--- src/rtl/avd_pkg.sv ---
package avd_pkg;
  localparam int unsigned AVD_PC_W     = 32;
  localparam int unsigned AVD_DATA_W   = 32;
  localparam int unsigned AVD_ENTRIES  = 16;
  localparam int unsigned AVD_CONF_W   = 2;
  localparam int unsigned AVD_PC_SHIFT = 2;

  function automatic logic [AVD_CONF_W-1:0] conf_bump(input logic [AVD_CONF_W-1:0] c);
    conf_bump = (&c) ? c : c + 1'b1;
  endfunction
endpackage

--- src/rtl/avd_entry_bank.sv ---
module avd_entry_bank #(
  parameter int unsigned ENTRIES = 16,
  parameter int unsigned TAG_W   = 26,
  parameter int unsigned DATA_W  = 32,
  parameter int unsigned CONF_W  = 2,
  localparam int unsigned IDX_W  = $clog2(ENTRIES)
) (
  input  logic              clk,
  input  logic              rst_n,
  input  logic              wr_en,
  input  logic [IDX_W-1:0]  wr_idx,
  input  logic [TAG_W-1:0]  wr_tag,
  input  logic [DATA_W-1:0] wr_delta,
  input  logic [CONF_W-1:0] wr_conf,
  input  logic [IDX_W-1:0]  ra_idx,
  output logic              ra_vld,
  output logic [TAG_W-1:0]  ra_tag,
  output logic [DATA_W-1:0] ra_delta,
  output logic [CONF_W-1:0] ra_conf,
  input  logic [IDX_W-1:0]  rb_idx,
  output logic              rb_vld,
  output logic [TAG_W-1:0]  rb_tag,
  output logic [DATA_W-1:0] rb_delta,
  output logic [CONF_W-1:0] rb_conf
);
  logic [ENTRIES-1:0]             vld_q;
  logic [ENTRIES-1:0][TAG_W-1:0]  tag_q;
  logic [ENTRIES-1:0][DATA_W-1:0] delta_q;
  logic [ENTRIES-1:0][CONF_W-1:0] conf_q;

  for (genvar e = 0; e < ENTRIES; e++) begin : g_ent
    logic ent_we;
    assign ent_we = wr_en && (wr_idx == IDX_W'(e));

    always_ff @(posedge clk or negedge rst_n) begin
      if (!rst_n) begin
        vld_q[e]  <= 1'b0;
        conf_q[e] <= '0;
      end else if (ent_we) begin
        vld_q[e]  <= 1'b1;
        conf_q[e] <= wr_conf;
      end
    end

    always_ff @(posedge clk) begin
      if (ent_we) begin
        tag_q[e]   <= wr_tag;
        delta_q[e] <= wr_delta;
      end
    end
  end

  always_comb begin
    ra_vld   = vld_q[ra_idx];
    ra_tag   = tag_q[ra_idx];
    ra_delta = delta_q[ra_idx];
    ra_conf  = conf_q[ra_idx];
    rb_vld   = vld_q[rb_idx];
    rb_tag   = tag_q[rb_idx];
    rb_delta = delta_q[rb_idx];
    rb_conf  = conf_q[rb_idx];
  end

  // without a write the valid bits and confidences do not move
  p_hold_r7: assert property (@(posedge clk) disable iff (!rst_n)
    !wr_en |=> ($stable(vld_q) && $stable(conf_q)));

  // a write is visible as a valid entry after the next edge
  p_write_r9: assert property (@(posedge clk) disable iff (!rst_n)
    wr_en |=> vld_q[$past(wr_idx)]);
endmodule

--- src/rtl/avd_train_ctl.sv ---
module avd_train_ctl
  import avd_pkg::*;
#(
  parameter int unsigned PC_W     = 32,
  parameter int unsigned DATA_W   = 32,
  parameter int unsigned CONF_W   = 2,
  parameter int unsigned IDX_W    = 4,
  parameter int unsigned PC_SHIFT = 2,
  localparam int unsigned TAG_W   = PC_W - IDX_W - PC_SHIFT
) (
  input  logic              clk,
  input  logic              rst_n,
  input  logic              trn_vld,
  input  logic [PC_W-1:0]   trn_pc,
  input  logic [DATA_W-1:0] trn_addr,
  input  logic [DATA_W-1:0] trn_data,
  input  logic              trn_is_ptr,
  input  logic              trn_poison,
  output logic [IDX_W-1:0]  rd_idx,
  input  logic              rd_vld,
  input  logic [TAG_W-1:0]  rd_tag,
  input  logic [DATA_W-1:0] rd_delta,
  input  logic [CONF_W-1:0] rd_conf,
  output logic              wr_en,
  output logic [IDX_W-1:0]  wr_idx,
  output logic [TAG_W-1:0]  wr_tag,
  output logic [DATA_W-1:0] wr_delta,
  output logic [CONF_W-1:0] wr_conf
);
  logic [DATA_W-1:0] new_delta;
  logic              tag_hit;
  logic              same_delta;

  always_comb begin
    rd_idx     = trn_pc[PC_SHIFT +: IDX_W];
    new_delta  = trn_addr - trn_data;
    tag_hit    = rd_vld && (rd_tag == trn_pc[PC_W-1 -: TAG_W]);
    same_delta = (rd_delta == new_delta);

    wr_en    = trn_vld && trn_is_ptr && !trn_poison;
    wr_idx   = rd_idx;
    wr_tag   = trn_pc[PC_W-1 -: TAG_W];
    wr_delta = new_delta;
    if (tag_hit && same_delta) wr_conf = conf_bump(rd_conf);
    else                       wr_conf = '0;
  end

  // poisoned or non-pointer loads never reach the table
  p_gate_r7: assert property (@(posedge clk) disable iff (!rst_n)
    (trn_vld && (!trn_is_ptr || trn_poison)) |-> !wr_en);

  // a write to an entry that was not a hit starts at zero confidence
  p_alloc_r6: assert property (@(posedge clk) disable iff (!rst_n)
    (wr_en && !rd_vld) |-> (wr_conf == '0));
endmodule

--- src/rtl/avd_lookup.sv ---
module avd_lookup #(
  parameter int unsigned PC_W      = 32,
  parameter int unsigned DATA_W    = 32,
  parameter int unsigned CONF_W    = 2,
  parameter int unsigned IDX_W     = 4,
  parameter int unsigned PC_SHIFT  = 2,
  parameter int unsigned CONF_THR  = 2,
  localparam int unsigned TAG_W    = PC_W - IDX_W - PC_SHIFT
) (
  input  logic              clk,
  input  logic              rst_n,
  input  logic              lkp_vld,
  input  logic [PC_W-1:0]   lkp_pc,
  input  logic [DATA_W-1:0] lkp_addr,
  input  logic              lkp_spec,
  input  logic              lkp_miss,
  output logic [IDX_W-1:0]  rd_idx,
  input  logic              rd_vld,
  input  logic [TAG_W-1:0]  rd_tag,
  input  logic [DATA_W-1:0] rd_delta,
  input  logic [CONF_W-1:0] rd_conf,
  output logic              pred_vld,
  output logic [DATA_W-1:0] pred_val
);
  logic consult;
  logic stable_hit;

  always_comb begin
    rd_idx     = lkp_pc[PC_SHIFT +: IDX_W];
    consult    = lkp_vld && lkp_spec && lkp_miss;
    stable_hit = rd_vld && (rd_tag == lkp_pc[PC_W-1 -: TAG_W])
                 && (rd_conf >= CONF_W'(CONF_THR));
    pred_vld   = consult && stable_hit;
    pred_val   = lkp_addr - rd_delta;
  end

  // predictions only for speculative-mode last-level misses
  p_mode_r2: assert property (@(posedge clk) disable iff (!rst_n)
    pred_vld |-> (lkp_vld && lkp_spec && lkp_miss));

  // a prediction needs a valid entry at or above the threshold
  p_conf_r3: assert property (@(posedge clk) disable iff (!rst_n)
    pred_vld |-> (rd_vld && (rd_conf >= CONF_W'(CONF_THR))));
endmodule

--- src/rtl/avd_predictor.sv ---
module avd_predictor
  import avd_pkg::*;
#(
  parameter int unsigned PC_W     = AVD_PC_W,
  parameter int unsigned DATA_W   = AVD_DATA_W,
  parameter int unsigned ENTRIES  = AVD_ENTRIES,
  parameter int unsigned CONF_W   = AVD_CONF_W,
  parameter int unsigned PC_SHIFT = AVD_PC_SHIFT,
  parameter int unsigned CONF_THR = 2
) (
  input  logic              clk,
  input  logic              rst_n,
  input  logic              trn_vld,
  input  logic [PC_W-1:0]   trn_pc,
  input  logic [DATA_W-1:0] trn_addr,
  input  logic [DATA_W-1:0] trn_data,
  input  logic              trn_is_ptr,
  input  logic              trn_poison,
  input  logic              lkp_vld,
  input  logic [PC_W-1:0]   lkp_pc,
  input  logic [DATA_W-1:0] lkp_addr,
  input  logic              lkp_spec,
  input  logic              lkp_miss,
  output logic              pred_vld,
  output logic [DATA_W-1:0] pred_val
);
  localparam int unsigned IDX_W = $clog2(ENTRIES);
  localparam int unsigned TAG_W = PC_W - IDX_W - PC_SHIFT;

  logic              wr_en;
  logic [IDX_W-1:0]  wr_idx;
  logic [TAG_W-1:0]  wr_tag;
  logic [DATA_W-1:0] wr_delta;
  logic [CONF_W-1:0] wr_conf;

  logic [IDX_W-1:0]  t_idx, l_idx;
  logic              t_vld, l_vld;
  logic [TAG_W-1:0]  t_tag, l_tag;
  logic [DATA_W-1:0] t_delta, l_delta;
  logic [CONF_W-1:0] t_conf, l_conf;

  avd_entry_bank #(
    .ENTRIES(ENTRIES), .TAG_W(TAG_W), .DATA_W(DATA_W), .CONF_W(CONF_W)
  ) u_bank (
    .clk(clk), .rst_n(rst_n),
    .wr_en(wr_en), .wr_idx(wr_idx), .wr_tag(wr_tag),
    .wr_delta(wr_delta), .wr_conf(wr_conf),
    .ra_idx(t_idx), .ra_vld(t_vld), .ra_tag(t_tag), .ra_delta(t_delta), .ra_conf(t_conf),
    .rb_idx(l_idx), .rb_vld(l_vld), .rb_tag(l_tag), .rb_delta(l_delta), .rb_conf(l_conf)
  );

  avd_train_ctl #(
    .PC_W(PC_W), .DATA_W(DATA_W), .CONF_W(CONF_W), .IDX_W(IDX_W), .PC_SHIFT(PC_SHIFT)
  ) u_train (
    .clk(clk), .rst_n(rst_n),
    .trn_vld(trn_vld), .trn_pc(trn_pc), .trn_addr(trn_addr), .trn_data(trn_data),
    .trn_is_ptr(trn_is_ptr), .trn_poison(trn_poison),
    .rd_idx(t_idx), .rd_vld(t_vld), .rd_tag(t_tag), .rd_delta(t_delta), .rd_conf(t_conf),
    .wr_en(wr_en), .wr_idx(wr_idx), .wr_tag(wr_tag), .wr_delta(wr_delta), .wr_conf(wr_conf)
  );

  avd_lookup #(
    .PC_W(PC_W), .DATA_W(DATA_W), .CONF_W(CONF_W), .IDX_W(IDX_W),
    .PC_SHIFT(PC_SHIFT), .CONF_THR(CONF_THR)
  ) u_lookup (
    .clk(clk), .rst_n(rst_n),
    .lkp_vld(lkp_vld), .lkp_pc(lkp_pc), .lkp_addr(lkp_addr),
    .lkp_spec(lkp_spec), .lkp_miss(lkp_miss),
    .rd_idx(l_idx), .rd_vld(l_vld), .rd_tag(l_tag), .rd_delta(l_delta), .rd_conf(l_conf),
    .pred_vld(pred_vld), .pred_val(pred_val)
  );

  // no prediction in the first cycle after reset release
  p_reset_r10: assert property (@(posedge clk)
    ($rose(rst_n)) |-> !pred_vld);
endmodule

--- config.mk ---
export PLATFORM = sky130hd
export DESIGN_NAME = avd_predictor
export DESIGN_NICKNAME = d
export VERILOG_FILES = /design/src/rtl/avd_pkg.sv /design/src/rtl/avd_entry_bank.sv /design/src/rtl/avd_train_ctl.sv /design/src/rtl/avd_lookup.sv /design/src/rtl/avd_predictor.sv
export SDC_FILE = /design/constraint.sdc
export NUM_CORES = 1
export LEC_CHECK = 0
export ABC_CLOCK_PERIOD_IN_PS = 14400
export BUFFER_PORTS_ARGS = -buffer_cell sky130_fd_sc_hd__buf_2
export CAP_MARGIN = 15
export CORE_MARGIN = 3
export CORE_UTILIZATION = 45
export CTS_CLUSTER_SIZE = 25
export DETAILED_ROUTE_END_ITERATION = 6
export GPL_ROUTABILITY_DRIVEN = 0
export SLEW_MARGIN = 10
export SYNTH_ARGS = -nofsm -noshare
export SYNTH_HDL_FRONTEND = slang
export SYNTH_SLANG_ARGS = --single-unit
--- constraint.sdc ---
create_clock -name clk -period 14.4 [get_ports clk]
set_input_delay 4.32 -clock clk [delete_from_list [all_inputs] [get_ports clk]]
set_output_delay 4.32 -clock clk [all_outputs]
set_load 0.02 [all_outputs]
==> Yosys cells after proc, flatten, opt, wreduce, memory -nomap -nowiden <==
Cells that the tools add are included.
{ "op_classes": {"reduce_logical": 28, "eq_ne": 18, "order_cmp": 3, "mux": 18, "addsub": 3} }
{ "op_table": {"columns": ["cell", "n"], "rows": [
  ["binary-select mux 32 bit (select 4 bit)", 2],
  ["binary-select mux 26 bit (select 4 bit)", 2],
  ["two-way mux 32 bit", 2],
  ["subtractor 32 bit", 2],
  ["== test 26 bit", 2],
  ["two-way mux 26 bit", 2],
  ["== test 32 bit", 1],
  ["== test 4 bit, second input constant", 8],
  ["logical AND 1 bit", 25],
  ["binary-select mux 2 bit (select 4 bit)", 2],
  ["== test 4 x 3 -> 1 bit, second input constant", 4],
  ["< comparator 4 x 5 -> 1 bit, second input constant", 2],
  ["binary-select mux 1 bit (select 4 bit)", 2],
  ["== test 4 x 2 -> 1 bit, second input constant", 2],
  ["two-way mux 2 bit", 4],
  ["== test 4 x 1 -> 1 bit, second input constant", 1],
  ["logical NOT 4 bit", 1],
  ["adder 2 x 1 -> 2 bit, second input constant", 1],
  ["greater-or-equal comparator 2 bit, second input constant", 1],
  ["two-way mux 1 bit", 2],
  ["AND reduction 2 bit", 1],
  ["logical NOT 1 bit", 1]
]} }
{ "totals": {"elab_cells": 134, "input_bits": 168, "out_inout_bits": 33, "regBits": 976} }

==> Logic depth before layout (Yosys ltp) <==
{ "logic_depth": {"word_depth": 6, "depth_mapped": 20, "mapped_depth_nobuf": 15} }

==> By module <==
Synthesis repeated with hierarchy kept, for this count alone.
{ "hier_totals": {"hier_cells": 2842, "hier_area_um2": 49322.3} }
{ "by_module_without_submodules": {"columns": ["mod", "instances", "area_per_inst_um2", "cells_each", "seq_area_each_um2"], "rows": [
  ["avd_entry_bank", 1, 43915.9, 2077, 29067.9],
  ["avd_train_ctl", 1, 3266.9, 459, 0.0],
  ["avd_lookup", 1, 2139.6, 306, 0.0]
]} }

==> Least setup slack after synthesis <==
Ideal clock, no wire load.
{ "synth_timing": {"path_kind": "input to output", "start": "in lkp_pc[2]", "end": "out pred_val[31]", "required_ns": 10.080, "arrival_ns": 9.921, "path_buffers": 5, "slack_ns": 0.159, "stages": 20, "path_cell_list": "clkbuf_1 buf_2 buf_1 clkbuf_1 buf_1 mux4_2 mux4_2 inv_1 ha_1 o21a_1 o31a_1 a21oi_1 o211ai_1 a211oi_1 o21bai_1 a31oi_1 o21ai_0 o41ai_1 o21ai_0 xnor2_1"} }
{ "synth_between": {"elab_chain_cells": 3} }
{ "synth_lines": {"columns": ["item", "line_no", "source"], "rows": [
  ["start: declaration", "avd_predictor.sv:20", "input logic [PC_W-1:0] lkp_pc,"],
  ["binary-select mux 32 bit (select 4 bit)", "avd_entry_bank.sv:60", "rb_delta = delta_q[rb_idx];"],
  ["two-way mux 32 bit (not written as such)", "avd_entry_bank.sv:60", null],
  ["subtractor 32 bit", "avd_lookup.sv:34", "pred_val = lkp_addr - rd_delta;"],
  ["end: declaration", "avd_predictor.sv:25", "output logic [DATA_W-1:0] pred_val"]
]} }
No other way between the ends. The select of a mux whose other input is x is not followed.

==> Worst setup path in the final report <==
{ "layout_timing": {"start": "in lkp_pc[3]", "end": "out pred_val[31]"} }
Same word-level chain as after synthesis.

==> impl_metrics.xml <==
<?xml version="1.0" encoding="UTF-8"?>
<metrics>
  <group name="floorplan">
    <metric name="core_area" unit="um2">109000</metric>
    <metric name="die-width" unit="um">338</metric>
    <metric name="placement_rows" unit="">121</metric>
    <metric name="top_level_ports" unit="">201</metric>
    <metric name="initial_core_util" unit="%">45.4</metric>
    <metric name="design.die.area" unit="um2">114000</metric>
    <metric name="floorplan.die.height" unit="um">338</metric>
  </group>
  <group name="detailed_routing">
    <metric name="detail_route.drc_violations" unit="">0</metric>
    <metric name="vias" unit="">29270</metric>
    <metric name="viasPerCell" unit="">6.53</metric>
    <metric name="route.detailed.wl_per_inst" unit="um">32.2</metric>
    <metric name="number_of_detailed_route_iterations_in_the_first_pass" unit="">6</metric>
    <metric name="wl" unit="um">144000</metric>
    <metric name="postRouteAntennaNets" unit="">0</metric>
    <metric name="detailedRoute.firstIterationViolations" unit="">3261</metric>
  </group>
  <group name="synth">
    <metric name="synth.largest_area_cell" unit="">sky130_fd_sc_hd__edfxtp_1</metric>
    <metric name="synth_enable_flop_cells" unit="">928</metric>
    <metric name="yosysWarnings" unit="">0</metric>
    <metric name="ys_seq_area_share" unit="%">58.7</metric>
    <metric name="synth-async-reset-ratio" unit="%">4.92</metric>
    <metric name="synth_top_flop_cell" unit="">sky130_fd_sc_hd__edfxtp_1</metric>
    <metric name="most_common_cell_in_the_netlist" unit="">sky130_fd_sc_hd__edfxtp_1</metric>
    <metric name="post-synth-top-area-fraction" unit="%">56.3</metric>
    <metric name="synth.net_count" unit="">3009</metric>
    <metric name="ys_top_cells_by_area" unit="">sky130_fd_sc_hd__edfxtp_1 (56%), sky130_fd_sc_hd__mux4_2 (24%), sky130_fd_sc_hd__dfrtp_1 (2.4%), sky130_fd_sc_hd__ha_1 (1.6%), sky130_fd_sc_hd__xnor2_1 (1.6%)</metric>
    <metric name="synth-seq-cells" unit="">976</metric>
    <metric name="netlist_area" unit="um2">49500</metric>
    <metric name="yosys.cell_types.count" unit="">74</metric>
    <metric name="synth.top_cells.by_count" unit="">sky130_fd_sc_hd__edfxtp_1 (928), sky130_fd_sc_hd__mux4_2 (530), sky130_fd_sc_hd__nand2_1 (130)</metric>
    <metric name="syn-mean-instance-area" unit="um2">17.8</metric>
    <metric name="post_synth_inst_count" unit="">2777</metric>
  </group>
  <group name="clocking">
    <metric name="tritoncts.num_buffers" unit="">102</metric>
    <metric name="cts.hold.buffers_added" unit="">0</metric>
    <metric name="clkSinkCount" unit="">976</metric>
    <metric name="cts_tree" unit="">done</metric>
    <metric name="post_cts.resized_instances" unit="">0</metric>
    <metric name="path_clk_slew" unit="ns">0.06</metric>
    <metric name="postCtsSetupRepairBufs" unit="">0</metric>
    <metric name="clock-root-buffer" unit="">sky130_fd_sc_hd__clkbuf_16</metric>
    <metric name="worstSkewPairLatency" unit="ns">0.69</metric>
    <metric name="cts_htree_levels" unit="">3</metric>
    <metric name="maximum_root_to_sink_buffer_count" unit="">3</metric>
  </group>
  <group name="placed_design">
    <metric name="place_ws" unit="ns">0.294</metric>
    <metric name="buffer_ports.inserted" unit="">196</metric>
    <metric name="dp.final_hpwl" unit="um">86800</metric>
  </group>
  <group name="layout">
    <metric name="final_nets" unit="">3217</metric>
    <metric name="final.fill_count" unit="">8816</metric>
    <metric name="drive_above_1_share" unit="%">34.0</metric>
    <metric name="area_growth" unit="%">12.1</metric>
  </group>
  <group name="timing">
    <metric name="tightest_slew" unit="ns">1.11</metric>
    <metric name="period_needed" unit="ns">14.03</metric>
    <metric name="rsz0062_at_grt" unit="">false</metric>
    <metric name="finalSetupTns" unit="ns">0</metric>
    <metric name="finalWorstSetupSlack" unit="ns">0.373</metric>
    <metric name="finalClockSkew" unit="ns">0.0306</metric>
    <metric name="finalHoldViolations" unit="">0</metric>
    <metric name="final.period_utilization" unit="%">97.4</metric>
    <metric name="final-max-slew-violation-count" unit="">0</metric>
    <metric name="slew_headroom" unit="%">25.7</metric>
    <metric name="fmax" unit="MHz">71.3</metric>
    <metric name="timing.final.setup_violations" unit="">0</metric>
  </group>
  <group name="setup_path">
    <metric name="reg2reg_slack" unit="ns">9.26</metric>
    <metric name="crit-reg2reg-launch" unit="">u_bank.tag_q[2]$_DFFE_PP_</metric>
    <metric name="critical_path_arrival" unit="ns">9.71</metric>
    <metric name="category_of_the_most_critical_setup_path" unit="">in -&gt; out</metric>
    <metric name="setup.worst_path.start_class" unit="">primary input</metric>
    <metric name="worst_setup_path_endpoint" unit="">pred_val[31]</metric>
    <metric name="worst_setup_path_startpoint" unit="">lkp_pc[3]</metric>
    <metric name="critical_path.reg2reg.endpoint" unit="">u_bank.conf_q[15]$_DFFE_PN0P_</metric>
    <metric name="timing.reg2reg.worst_path_depth" unit="">12</metric>
    <metric name="crit_fanout" unit="">62</metric>
    <metric name="worstSetupEndpointType" unit="">output pin</metric>
    <metric name="worst-endpoint-required" unit="ns">10.08</metric>
  </group>
  <group name="global_routing">
    <metric name="grt_first_pass_wirelength" unit="um">209000</metric>
    <metric name="maximum_number_of_pins_on_one_net_before_global_route_repair" unit="">109</metric>
    <metric name="grt_antenna_before_repair" unit="">8</metric>
    <metric name="first_global_vias" unit="">30246</metric>
    <metric name="grt_usage" unit="%">25.4</metric>
    <metric name="globalRoute.totalOverflow" unit="">0</metric>
  </group>
  <group name="flow_run">
    <metric name="cap_violations" unit="">0</metric>
  </group>
  <group name="hold_path">
    <metric name="hp-class" unit="">reg -&gt; reg</metric>
  </group>
  <group name="power">
    <metric name="p_leak" unit="nW">18.6</metric>
    <metric name="power.density" unit="nW/um2">123</metric>
    <metric name="vdd.ir_drop.worst" unit="V">0.000108</metric>
  </group>
  <group name="run_status">
    <metric name="outcome" unit="">complete, no violations</metric>
  </group>
</metrics>
[power by group]
group          internal [W]  leakage, nW  switching (W)  total, W
logic              0.000369         8.00       0.000567  0.000936
registers           0.00322         8.98      0.0000150   0.00323
clock network       0.00156         1.65        0.00111   0.00266
[worst min-delay path by stage]
stage	startpoint	endpoint	slack (ns)	cells past startpoint
floorplan	u_bank.conf_q[12]$_DFFE_PN0P_	u_bank.conf_q[12]$_DFFE_PN0P_	0.45	2
global placement	u_bank.conf_q[0]$_DFFE_PN0P_	u_bank.conf_q[0]$_DFFE_PN0P_	0.46	2
detailed placement	u_bank.conf_q[8]$_DFFE_PN0P_	u_bank.conf_q[8]$_DFFE_PN0P_	0.47	2
CTS	u_bank.conf_q[8]$_DFFE_PN0P_	u_bank.conf_q[8]$_DFFE_PN0P_	0.48	2
global route	u_bank.conf_q[8]$_DFFE_PN0P_	u_bank.conf_q[8]$_DFFE_PN0P_	0.50	2
finish	u_bank.conf_q[8]$_DFFE_PN0P_	u_bank.conf_q[8]$_DFFE_PN0P_	0.48	2
[layout by cell type, fill, tap and decap left out, drive strengths merged, types with 7 or more instances in the layout]
cell type	n
a21oi	79
clkinv	58
nor3	23
mux2i	67
bufinv	13
a22oi	11
xnor2	88
nand3	43
o21a	7
edfxtp	928
nand2	130
clkbuf	125
ha	62
xor2	39
a221oi	12
o211ai	12
a211oi	11
a21o	24
o31ai	33
dfrtp	48
a31oi	7
mux4	536
inv	100
nor2	56
nand2b	31
and2	11
nor2b	17
o21ai	61
mux2	25
nand4	19
buf	267
o22ai	19
and3	9
[logic make-up (layout without fill, tap and decap cells)]
| kind of cell | after synthesis | count (layout) | share of synthesized area [%] |
|---|---|---|---|
| AO/OA/AOI/OAI | 332 | 332 | 4.80 |
| XOR/XNOR | 128 | 128 | 2.29 |
| buffers and inverters | 278 | 566 | 2.57 |
| AND/OR/NAND/NOR | 371 | 371 | 3.65 |
| other | 0 | 4 | 0 |
| adder cells (fa/ha/maj) | 64 | 64 | 1.65 |
| flip-flops | 976 | 976 | 58.7 |
| multiplexers | 628 | 628 | 26.3 |
[metrics by stage]
step / power (W) / std cells / hold WS (ns) / util, % / instance area (um2)
2_1_floorplan: 0.00389 / 2777 / 0.452 / - / 49500
3_3_place_gp: 0.00420 / 4292 / 0.462 / 47.8 / 52100
3_5_place_dp: 0.00422 / 4292 / 0.469 / 47.8 / 52100
4_1_cts: 0.00688 / 4476 / 0.482 / 50.8 / 55400
5_1_grt: 0.00707 / 4480 / 0.501 / 50.9 / 55500
6_report: 0.00683 / 4483 / 0.481 / 50.9 / 55500
[worst max-delay path, cell delays in order]
cell	delay [ns]
sky130_fd_sc_hd__buf_8	0.41
sky130_fd_sc_hd__buf_4	0.52
sky130_fd_sc_hd__mux4_2	0.37
sky130_fd_sc_hd__mux4_2	0.47
sky130_fd_sc_hd__inv_1	0.13
sky130_fd_sc_hd__ha_1	0.31
sky130_fd_sc_hd__and3_1	0.25
sky130_fd_sc_hd__nand3_1	0.11
sky130_fd_sc_hd__nand2b_1	0.11
sky130_fd_sc_hd__o211ai_1	0.24
sky130_fd_sc_hd__a211oi_1	0.49
sky130_fd_sc_hd__o21bai_1	0.16
sky130_fd_sc_hd__a31oi_1	0.43
sky130_fd_sc_hd__o21ai_0	0.27
sky130_fd_sc_hd__o41ai_1	0.43
sky130_fd_sc_hd__o21ai_0	0.20
sky130_fd_sc_hd__xnor2_1	0.18
sky130_fd_sc_hd__buf_2	0.19
[cell type report]
| type | count | area (um2) | share of cell area (%) |
|---|---|---|---|
| clock inverters | 60 | 681 | 1.23 |
| multi-input cells | 1523 | 19200 | 34.7 |
| diodes | 4 | 10.0 | 0.0180 |
| flip-flops and latches | 976 | 29100 | 52.3 |
| well taps | 1414 | 1770 | 3.19 |
| inverters | 114 | 449 | 0.809 |
| clock buffers | 124 | 2680 | 4.82 |
| repair buffers | 268 | 1630 | 2.94 |
[state kept, by name, indices dropped and copies added (netlist names)]
| register | flops |
|---|---|
| u_bank.vld_q | 16 |
| u_bank.tag_q | 416 |
| u_bank.delta_q | 512 |
| u_bank.conf_q | 32 |
[layer usage]
metal,share of wire (%),global-route usage (%)
met5,0.021,0
met4,2.8,7.20
met3,7.3,4.22
met2,50,42.6
met1,40,34.4
(Power assumes the default switching activity.)
